$ cat src/rtl/hp_seq_pkg.sv
package hp_seq_pkg;

    // request addressing modes
    localparam logic [1:0] MODE_ADDR   = 2'b00;
    localparam logic [1:0] MODE_DIRECT = 2'b01;

    // register offsets of the I2C master
    localparam int OFS_MBUF      = 'h08;
    localparam int OFS_SETUP     = 'h10;
    localparam int OFS_CTRL      = 'h20;
    localparam int OFS_STAT      = 'h70;
    localparam int OFS_SET_ALIAS = 'h2000;

    // setup word bases
    localparam logic [31:0] SETUP_AT_RD  = 32'h0001_0000;
    localparam logic [31:0] SETUP_AT_WR  = 32'h4001_0000;
    localparam logic [31:0] SETUP_DIR_RD = 32'h1001_0000;
    localparam logic [31:0] SETUP_DIR_WR = 32'h6001_0000;

    localparam logic [31:0] CTRL_START     = 32'h0000_0002;
    localparam logic [31:0] STAT_BUSY_MASK = 32'h0000_0A76;

    typedef enum logic [3:0] {
        S_IDLE,
        S_SETUP,
        S_MBUF,
        S_START,
        S_GAP_CTRL,
        S_POLL_CTRL,
        S_GAP_STAT,
        S_POLL_STAT,
        S_FETCH,
        S_DONE
    } seq_state_e;

    function automatic logic [31:0] swap32(input logic [31:0] w);
        return {w[7:0], w[15:8], w[23:16], w[31:24]};
    endfunction

endpackage

$ cat src/rtl/hp_seq_word.sv
module hp_seq_word
    import hp_seq_pkg::*;
(
    input  logic        is_write,
    input  logic        is_direct,
    input  logic [6:0]  dev_hi,
    input  logic [7:0]  index,
    input  logic [7:0]  wbyte,
    output logic [31:0] setup_word,
    output logic [31:0] mbuf_word
);

    always_comb begin
        if (is_direct) begin
            setup_word = (is_write ? SETUP_DIR_WR : SETUP_DIR_RD) | {16'h0, index, 8'h00};
        end else begin
            setup_word = (is_write ? SETUP_AT_WR : SETUP_AT_RD) | {16'h0, 1'b0, dev_hi, index};
        end
        mbuf_word = is_write ? {24'h0, wbyte} : 32'h0;
    end

endmodule

$ cat src/rtl/hp_seq_pace.sv
module hp_seq_pace #(
    parameter int GAP_W = 16
) (
    input  logic             clk,
    input  logic             rst_n,
    input  logic             run,
    input  logic [GAP_W-1:0] gap,
    output logic             expired
);

    logic [GAP_W-1:0] cnt;
    logic             reached;

    assign reached = (cnt >= gap);
    assign expired = run && reached;

    always_ff @(posedge clk or negedge rst_n) begin
        if (!rst_n) begin
            cnt <= '0;
        end else if (!run) begin
            cnt <= '0;
        end else if (!reached) begin
            cnt <= cnt + 1'b1;
        end
    end

endmodule

$ cat src/rtl/hp_i2c_seq.sv
module hp_i2c_seq
    import hp_seq_pkg::*;
#(
    parameter int AW        = 16,
    parameter int MAX_POLLS = 60,
    parameter int GAP_W     = 16
) (
    input  logic             clk,
    input  logic             rst_n,
    input  logic             req_valid,
    output logic             req_ready,
    input  logic             req_write,
    input  logic [1:0]       req_mode,
    input  logic [7:0]       req_dev,
    input  logic [7:0]       req_index,
    input  logic [7:0]       req_wdata,
    input  logic [GAP_W-1:0] poll_gap,
    output logic             done,
    output logic             err,
    output logic [7:0]       rdata,
    output logic             bus_valid,
    input  logic             bus_ready,
    output logic             bus_we,
    output logic [AW-1:0]    bus_addr,
    output logic [31:0]      bus_wdata,
    input  logic [31:0]      bus_rdata
);

    localparam int TW = $clog2(MAX_POLLS + 1);
    localparam logic [TW-1:0] LAST_TRY = TW'(MAX_POLLS - 1);

    seq_state_e state, nxt;

    logic [31:0]   setup_w, mbuf_w, setup_q, mbuf_q, rd_word;
    logic          write_q, err_q;
    logic [7:0]    rdata_q;
    logic [TW-1:0] tries;
    logic          accept, mode_ok, last_try, ctrl_clear, stat_clear;
    logic          in_gap, gap_done;

    assign accept     = (state == S_IDLE) && req_valid;
    assign mode_ok    = (req_mode == MODE_ADDR) || (req_mode == MODE_DIRECT);
    assign last_try   = (tries == LAST_TRY);
    assign rd_word    = swap32(bus_rdata);
    assign ctrl_clear = (rd_word & CTRL_START) == 32'h0;
    assign stat_clear = (rd_word & STAT_BUSY_MASK) == 32'h0;
    assign in_gap     = (state == S_GAP_CTRL) || (state == S_GAP_STAT);

    hp_seq_word u_word (
        .is_write   (req_write),
        .is_direct  (req_mode == MODE_DIRECT),
        .dev_hi     (req_dev[7:1]),
        .index      (req_index),
        .wbyte      (req_wdata),
        .setup_word (setup_w),
        .mbuf_word  (mbuf_w)
    );

    hp_seq_pace #(.GAP_W(GAP_W)) u_pace (
        .clk     (clk),
        .rst_n   (rst_n),
        .run     (in_gap),
        .gap     (poll_gap),
        .expired (gap_done)
    );

    // next state
    always_comb begin
        nxt = state;
        unique case (state)
            S_IDLE:      if (req_valid) nxt = mode_ok ? S_SETUP : S_DONE;
            S_SETUP:     if (bus_ready) nxt = S_MBUF;
            S_MBUF:      if (bus_ready) nxt = S_START;
            S_START:     if (bus_ready) nxt = S_GAP_CTRL;
            S_GAP_CTRL:  if (gap_done)  nxt = S_POLL_CTRL;
            S_POLL_CTRL: begin
                if (bus_ready) begin
                    if (ctrl_clear)    nxt = S_GAP_STAT;
                    else if (last_try) nxt = write_q ? S_GAP_STAT : S_DONE;
                    else               nxt = S_GAP_CTRL;
                end
            end
            S_GAP_STAT:  if (gap_done)  nxt = S_POLL_STAT;
            S_POLL_STAT: begin
                if (bus_ready) begin
                    if (stat_clear)    nxt = write_q ? S_DONE : S_FETCH;
                    else if (last_try) nxt = S_DONE;
                    else               nxt = S_GAP_STAT;
                end
            end
            S_FETCH:     if (bus_ready) nxt = S_DONE;
            S_DONE:      nxt = S_IDLE;
            default:     nxt = S_IDLE;
        endcase
    end

    // state register
    always_ff @(posedge clk or negedge rst_n) begin
        if (!rst_n) state <= S_IDLE;
        else        state <= nxt;
    end

    // request context, loop counter, result
    always_ff @(posedge clk or negedge rst_n) begin
        if (!rst_n) begin
            write_q <= 1'b0;
            setup_q <= '0;
            mbuf_q  <= '0;
            err_q   <= 1'b0;
            tries   <= '0;
            rdata_q <= '0;
        end else if (accept) begin
            write_q <= req_write;
            setup_q <= setup_w;
            mbuf_q  <= mbuf_w;
            err_q   <= !mode_ok;
            tries   <= '0;
        end else if (state == S_POLL_CTRL && bus_ready) begin
            if (ctrl_clear) begin
                tries <= '0;
            end else if (last_try) begin
                err_q <= 1'b1;
                tries <= '0;
            end else begin
                tries <= tries + 1'b1;
            end
        end else if (state == S_POLL_STAT && bus_ready) begin
            if (!stat_clear) begin
                if (last_try) err_q <= 1'b1;
                else          tries <= tries + 1'b1;
            end
        end else if (state == S_FETCH && bus_ready) begin
            rdata_q <= rd_word[7:0];
        end
    end

    // outputs
    always_comb begin
        bus_valid = 1'b0;
        bus_we    = 1'b0;
        bus_addr  = '0;
        bus_wdata = '0;
        unique case (state)
            S_SETUP: begin
                bus_valid = 1'b1;
                bus_we    = 1'b1;
                bus_addr  = AW'(OFS_SETUP);
                bus_wdata = swap32(setup_q);
            end
            S_MBUF: begin
                bus_valid = 1'b1;
                bus_we    = 1'b1;
                bus_addr  = AW'(OFS_MBUF);
                bus_wdata = swap32(mbuf_q);
            end
            S_START: begin
                bus_valid = 1'b1;
                bus_we    = 1'b1;
                bus_addr  = AW'(OFS_CTRL + OFS_SET_ALIAS);
                bus_wdata = swap32(CTRL_START);
            end
            S_POLL_CTRL: begin
                bus_valid = 1'b1;
                bus_addr  = AW'(OFS_CTRL);
            end
            S_POLL_STAT: begin
                bus_valid = 1'b1;
                bus_addr  = AW'(OFS_STAT);
            end
            S_FETCH: begin
                bus_valid = 1'b1;
                bus_addr  = AW'(OFS_MBUF);
            end
            default: ;
        endcase
    end

    assign req_ready = (state == S_IDLE);
    assign done      = (state == S_DONE);
    assign err       = err_q;
    assign rdata     = rdata_q;

endmodule

$ cat config.mk
export PLATFORM = sky130hd
export DESIGN_NAME = hp_i2c_seq
export DESIGN_NICKNAME = d
export VERILOG_FILES = /design/src/rtl/hp_seq_pkg.sv /design/src/rtl/hp_seq_word.sv /design/src/rtl/hp_seq_pace.sv /design/src/rtl/hp_i2c_seq.sv
export SDC_FILE = /design/constraint.sdc
export NUM_CORES = 1
export LEC_CHECK = 0
export BUFFER_PORTS_ARGS = -buffer_cell sky130_fd_sc_hd__buf_2
export CAP_MARGIN = 20
export CORE_ASPECT_RATIO = 0.6
export CORE_UTILIZATION = 46
export CTS_CLUSTER_DIAMETER = 80
export DETAILED_ROUTE_END_ITERATION = 6
export PLACE_DENSITY = 0.84
export SLEW_MARGIN = 10
export SYNTH_ARGS = -nofsm -noshare
export SYNTH_HDL_FRONTEND = slang
export SYNTH_SLANG_ARGS = --single-unit
$ cat constraint.sdc
create_clock -name clk -period 2.6 [get_ports clk]
set_input_delay 0.26 -clock clk [delete_from_list [all_inputs] [get_ports clk]]
set_output_delay 0.26 -clock clk [all_outputs]
set_load 0.01 [all_outputs]
# After elaboration in Yosys (flattened, before gate mapping)
# Index checks and enable logic that the tools add are counted.
# word_totals
romBits,0
out_inout_bits,61
memories,0
latch_bits,0
ramBits,0
regBits,100
# classes
mux,40
addsub,2
eq_ne,24
div_mod_pow,0
n_mul,0
bitwise,5
reduce_logical,20
shifts,0
order_cmp,1
# ops
op,n
case mux 32 bit (3 select lines),1
case mux 14 bit (5 select lines),1
zero test 32 bit,2
two-way mux 31 bit,2
two-way mux 4 bit,15
two-way mux 6 bit,7
case mux 4 bit (9 select lines),1
two-way mux 16 bit,2
two-way mux 32 bit,1
bitwise OR 32 x 15 -> 32 bit,1
bitwise OR 32 x 16 -> 32 bit,1
"inequality test 2 bit, second input constant",10
"adder 16 x 1 -> 16 bit, second input constant",1
"equality test 4 x 3 -> 1 bit, second input constant",4
greater-or-equal comparator 16 bit,1
two-way mux 1 bit,9
AND reduction 9 bit,1
"equality test 4 x 2 -> 1 bit, second input constant",2
"equality test 4 bit, second input constant",2
two-way mux 8 bit,1
"adder 6 x 1 -> 6 bit, second input constant",1
"equality test 6 bit, second input constant",1
"inequality test 3 x 2 -> 1 bit, second input constant",2
AND reduction 3 bit,2
14 further kinds,21

# Longest topological paths before layout
# logic_depth
word_depth,6
mapped_depth,10
mapped_depth_nobuf,8

# Modules after synthesis
# From an unflattened synthesis, not the netlist that was laid out.
# hier_totals
cells_unflattened,682
hier_area_um2,5879.4
# by_module_without_submodules
module,area_each_um2,cells_per_inst,seq_area_each_um2,instances
hp_i2c_seq,4076.4,473,2102.0,1
hp_seq_pace,1256.2,141,400.4,1
hp_seq_word,546.8,68,0.0,1

# Worst setup path before layout
# No wires, ideal clock.
# synth_timing
kind,reg-to-reg
from,register u_pace.cnt[10]
to,register state[2]
setup_time_ns,0.125
path_slack_ns,0.176
path_buffers,1
arrival_ns,2.299
path_stages_with_launch,9
synth_period_minus_slack_ns,2.424
path_cell_list,dfrtp_1 ha_1 nand3_1 or4_1 o31ai_2 or2_1 buf_6 o221ai_4 mux2_4
# synth_between
elab_chain_cells,4
# synth_lines
item,line_no,text
start: declaration,hp_seq_pace.sv:11,logic [GAP_W-1:0] cnt;
start signal: assignment,hp_seq_pace.sv:23,cnt <= cnt + 1'b1;
greater-or-equal comparator 16 bit (*),hp_seq_pace.sv:14,assign reached = (cnt >= gap);
logical AND 1 bit (*),hp_seq_pace.sv:15,assign expired = run && reached;
inequality test 2 bit (no source line),-,
AND reduction 9 bit (no source line) (*),-,
end signal: assignment,hp_i2c_seq.sv:100,else state <= nxt;
end: declaration,hp_i2c_seq.sv:32,"seq_state_e state, nxt;"
# Mark *: on every way between the ends. The rest lies on a longest branch, timed or not.
# A chain may end at the register's enable or synchronous reset.

# Worst setup path in the final report
# layout_timing
from,register u_pace.cnt[14]
to,register u_pace.cnt[9]
# layout_between
elab_chain_cells,2
# layout_lines
item,line_no
greater-or-equal comparator 16 bit,hp_seq_pace.sv:14
inequality test 2 bit (no source line),-
# Every way passes these cells.

==> summary.md <==
| Metric | Value |
|---|---|
| # IOs | `140` |
| Status | `completed` |
| Cell taking the most area after synthesis | `sky130_fd_sc_hd__dfrtp_1` |
| Count of buffer and inverter cells on the critical path | `1` |
| Wire length of the first global-routing pass | `16900 µm` |
| Total placed instance area | `4520 µm²` |
| Worst slew margin relative to its limit | `0.493` |
| Worst Hold Class | `in -> reg` |
| Global route hottest layer | `met2` |
| Met3 demand-to-capacity share in global routing | `0.0870` |
| Count of clock tree sinks | `63` |
| Final wirelength | `10500 µm` |
| Y dimension of the die | `73.9 µm` |
| Netlist area before placement | `3970 µm²` |
| DR vias/cell | `5.47` |
| Detailed-route via count | `3636` |
| Critical Path Fanout Max | `13` |
| Slack of the worst reg-to-reg path | `0.06 ns` |
| Worst EP arrival | `2.80 ns` |
| Post-synthesis register bit count | `63` |
| Final period utilization | `0.978` |
| List of cells traversed by the critical path | `ha_2 > a211o_2 > a221oi_4 > o31ai_4 > or2_4 > buf_12 > or3_2 > a21oi_2` |
| Number of endpoints with negative hold slack in the final report | `0` |
| Met1 track demand over resource | `0.330` |
| Violation count after the first detailed-route iteration | `200` |
| Gate count after technology mapping | `451` |
| Final cell utilization of the core | `0.611` |
| Total of max-cap violations | `0` |
| Average footprint of a synthesized cell | `8.79 µm²` |
| CP Launch Type | `flip-flop` |
| CTS tree | `yes` |
| Avg WL per Cell | `15.8 µm` |
| DPL Wire Length | `7590 µm` |
| Crit-path leading delay family | `compound AO/OA/AOI/OAI gates` |
| Leakage power | `0.00251 µW` |
| Area growth syn-to-layout | `24.8%` |
| Maximum VDD drop | `0.000498 V` |
| Net count, final | `651` |
| Clock network latency to the later pin of the worst-skew pair | `0.33 ns` |
| Number of buffers on the longest clock path | `2` |
| Largest net degree at the start of global routing | `38` |
| ANT nets after route | `0` |
| Count of port buffers added during placement | `93` |
| Share of synthesized flip-flops with an asynchronous set or reset | `1.00` |
| Overflow left after global routing | `0` |
| Post-route DRC | `0` |
| Main synth FF type | `sky130_fd_sc_hd__dfrtp_1` |
| Post-synthesis cell type count | `57` |
| Worst stage delay on the critical path | `0.48 ns` |
| EDFF count, synth | `0` |
| Clock-pin slew reported for the worst setup and hold paths after clock tree synthesis | `0.06 ns` |
| Std cell rows | `25` |
| Global-route total usage across every layer | `0.248` |
| Effective utilization at floorplan | `0.490` |
| Slack of the critical path | `0.0576 ns` |
| Number of buffers created by CTS | `9` |
| Vias in the first global route | `3552` |
| Placement Setup Slack | `-0.0162 ns` |
| Setup repair after global routing missed its margin | `yes` |
| Maximum operating frequency | `393 MHz` |
| Clock period minus worst slack | `2.54 ns` |
| Commonest cells after routing, fill and taps aside | `93 x sky130_fd_sc_hd__buf_2, 74 x sky130_fd_sc_hd__nand2_1, 63 x sky130_fd_sc_hd__dfrtp_1, 31 x sky130_fd_sc_hd__nor2_1, 27 x sky130_fd_sc_hd__nand3_1` |
| Required time reported for the critical path endpoint | `2.85 ns` |
| Final setup violation count | `0` |
| H-tree levels | `3` |
| Cell Pwr Density | `764 nW/µm²` |
| Routability congestion estimate | `0.873` |
| Type of the worst setup path | `reg -> reg` |
| Total core area | `8100 µm²` |
| Post-synthesis sequential area ratio | `0.397` |
| Final Slew Violations | `0` |
| Clock Skew | `0.00866 ns` |
| Initial antenna violation count | `0` |
| Warning count from the yosys run | `0` |
| Top cells by area in the synthesized netlist | `sky130_fd_sc_hd__dfrtp_1 40%, sky130_fd_sc_hd__nand2_1 7.0%, sky130_fd_sc_hd__ha_1 5.7%, sky130_fd_sc_hd__buf_4 5.1%, sky130_fd_sc_hd__nand3_1 3.5%` |
| Worst setup EP type | `flip-flop` |
| Die area | `9010 µm²` |
| Cell type of the slowest stage on the worst timing path | `sky130_fd_sc_hd__or3_2` |
| X dimension of the die | `122 µm` |
| Summed negative setup slack over all endpoints | `0 ns` |
| Fillers | `680` |
| Post-synth top area share | `0.397` |
| TritonRoute pass-1 iters | `5` |
| Ant. Diodes | `0` |
| Transition time at the pin with the least slew margin | `0.758 ns` |
| Cell at the root of the clock tree | `sky130_fd_sc_hd__clkbuf_16` |
| Leading cell type in the layout, fill and taps excluded | `sky130_fd_sc_hd__buf_2` |
| Final Instance Area | `4950 µm²` |
| Layout cell share with drive strength beyond 1 | `0.314` |
| Met2 demand-to-capacity share in global routing | `0.377` |
cell type report:
class	instances	area (µm²)	area share
Tap cell	108	135	0.0273
Inverter	18	67.6	0.0136
Clock buffer	10	239	0.0483
Clock inverter	4	47.5	0.00960
Multi-Input combinational cell	345	2210	0.447
Sequential cell	63	1580	0.318
Timing Repair Buffer	117	673	0.136
synthesized netlist by cell type (2+ instances only):
master                      instances
sky130_fd_sc_hd__nand2_1           74
sky130_fd_sc_hd__dfrtp_1           63
sky130_fd_sc_hd__nor2_1            31
sky130_fd_sc_hd__nand3_1           28
sky130_fd_sc_hd__buf_4             27
sky130_fd_sc_hd__a21oi_1           19
sky130_fd_sc_hd__ha_1              18
sky130_fd_sc_hd__inv_1             18
sky130_fd_sc_hd__and2_1            16
sky130_fd_sc_hd__clkbuf_1          12
sky130_fd_sc_hd__o21ai_0           12
sky130_fd_sc_hd__a31oi_1           11
sky130_fd_sc_hd__a22o_1            10
sky130_fd_sc_hd__mux2_2             9
sky130_fd_sc_hd__nor3_1             7
sky130_fd_sc_hd__xnor2_1            7
sky130_fd_sc_hd__nand4_1            6
sky130_fd_sc_hd__or3_2              6
sky130_fd_sc_hd__nor3b_1            5
sky130_fd_sc_hd__nand2b_1           4
sky130_fd_sc_hd__nor2b_1            4
sky130_fd_sc_hd__or2_2              4
sky130_fd_sc_hd__or3_1              4
sky130_fd_sc_hd__and3_1             3
sky130_fd_sc_hd__buf_2              3
sky130_fd_sc_hd__buf_6              3
sky130_fd_sc_hd__mux2i_1            3
sky130_fd_sc_hd__o21a_1             3
sky130_fd_sc_hd__o22ai_1            3
sky130_fd_sc_hd__a2111oi_0          2
sky130_fd_sc_hd__a211o_1            2
sky130_fd_sc_hd__a31o_2             2
sky130_fd_sc_hd__and4_1             2
sky130_fd_sc_hd__buf_1              2
sky130_fd_sc_hd__mux2_4             2
sky130_fd_sc_hd__nor4_1             2
sky130_fd_sc_hd__o2bb2ai_1          2
sky130_fd_sc_hd__o41ai_1            2
sky130_fd_sc_hd__or4_1              2
final timing paths:
kind | depth (start not counted) | endpoint | start
setup / recovery | 8 | u_pace.cnt[9] | u_pace.cnt[14]
hold / removal | 3 | mbuf_q[6] | req_wdata[6]
setup reg to reg | 8 | u_pace.cnt[9] | u_pace.cnt[14]
hold reg to reg | 2 | mbuf_q[7] | mbuf_q[7]
max in group asynchronous | 3 | mbuf_q[4] | rst_n
min in group asynchronous | 2 | u_pace.cnt[8] | rst_n
state kept, by name, indices dropped and copies added, names as in the netlist:
signal,flops
u_pace.cnt,16
err,1
tries,6
setup_q,20
state,4
rdata,8
mbuf_q,8
per-stage QoR:
step,total power [µW],instances,hold slack [ns]
final,3780,665,0.157
after global routing,4020,665,0.157
after CTS,3760,661,0.147
after detailed placement,2570,646,0.338
after global placement,2500,646,0.331
after floorplan,2210,473,-0.0356
cell families (layout without fill, tap and decap cells):
family | after synthesis | after routing | share of synthesized area
DFF | 63 | 63 | 0.397
other | 1 | 23 | 0.000945
buffers and inverters | 65 | 149 | 0.0937
and+or+nand+nor | 205 | 205 | 0.255
muxes | 14 | 14 | 0.0407
AOI/OAI and AO/OA | 78 | 78 | 0.140
xor gates and xnor gates | 7 | 7 | 0.0155
adders and majority gates | 18 | 18 | 0.0568
power by group:
group          leakage (µW)  switching, µW  internal, µW
combinational       0.00156            636           473
clock              0.000140            426           753
sequential         0.000811            230          1270
total               0.00251           1290          2490
worst min-delay path: cells and delay by family:
| family | cells | cell delay [ns] |
|---|---|---|
| simple gates | 2 | 0.12 |
| buf+inv | 1 | 0.08 |
routing by layer:
layer,vias up,wire length (µm),part of all wire
met1,1721,4640,0.44
li1,1736,-,-
met5,-,0,0
met4,0,126,0.012
met3,18,956,0.091
met2,161,4750,0.45
what timing repair did:
item	4_1_cts	5_1_grt
buffers inserted	0	4
pin swaps	0	7
endpoints found under the hold margin	28	0
hold buffers	1	0
endpoints found under the setup margin	4	10
gates resized for setup	1	16
Note: power is estimated with default switching activity, not from simulation.
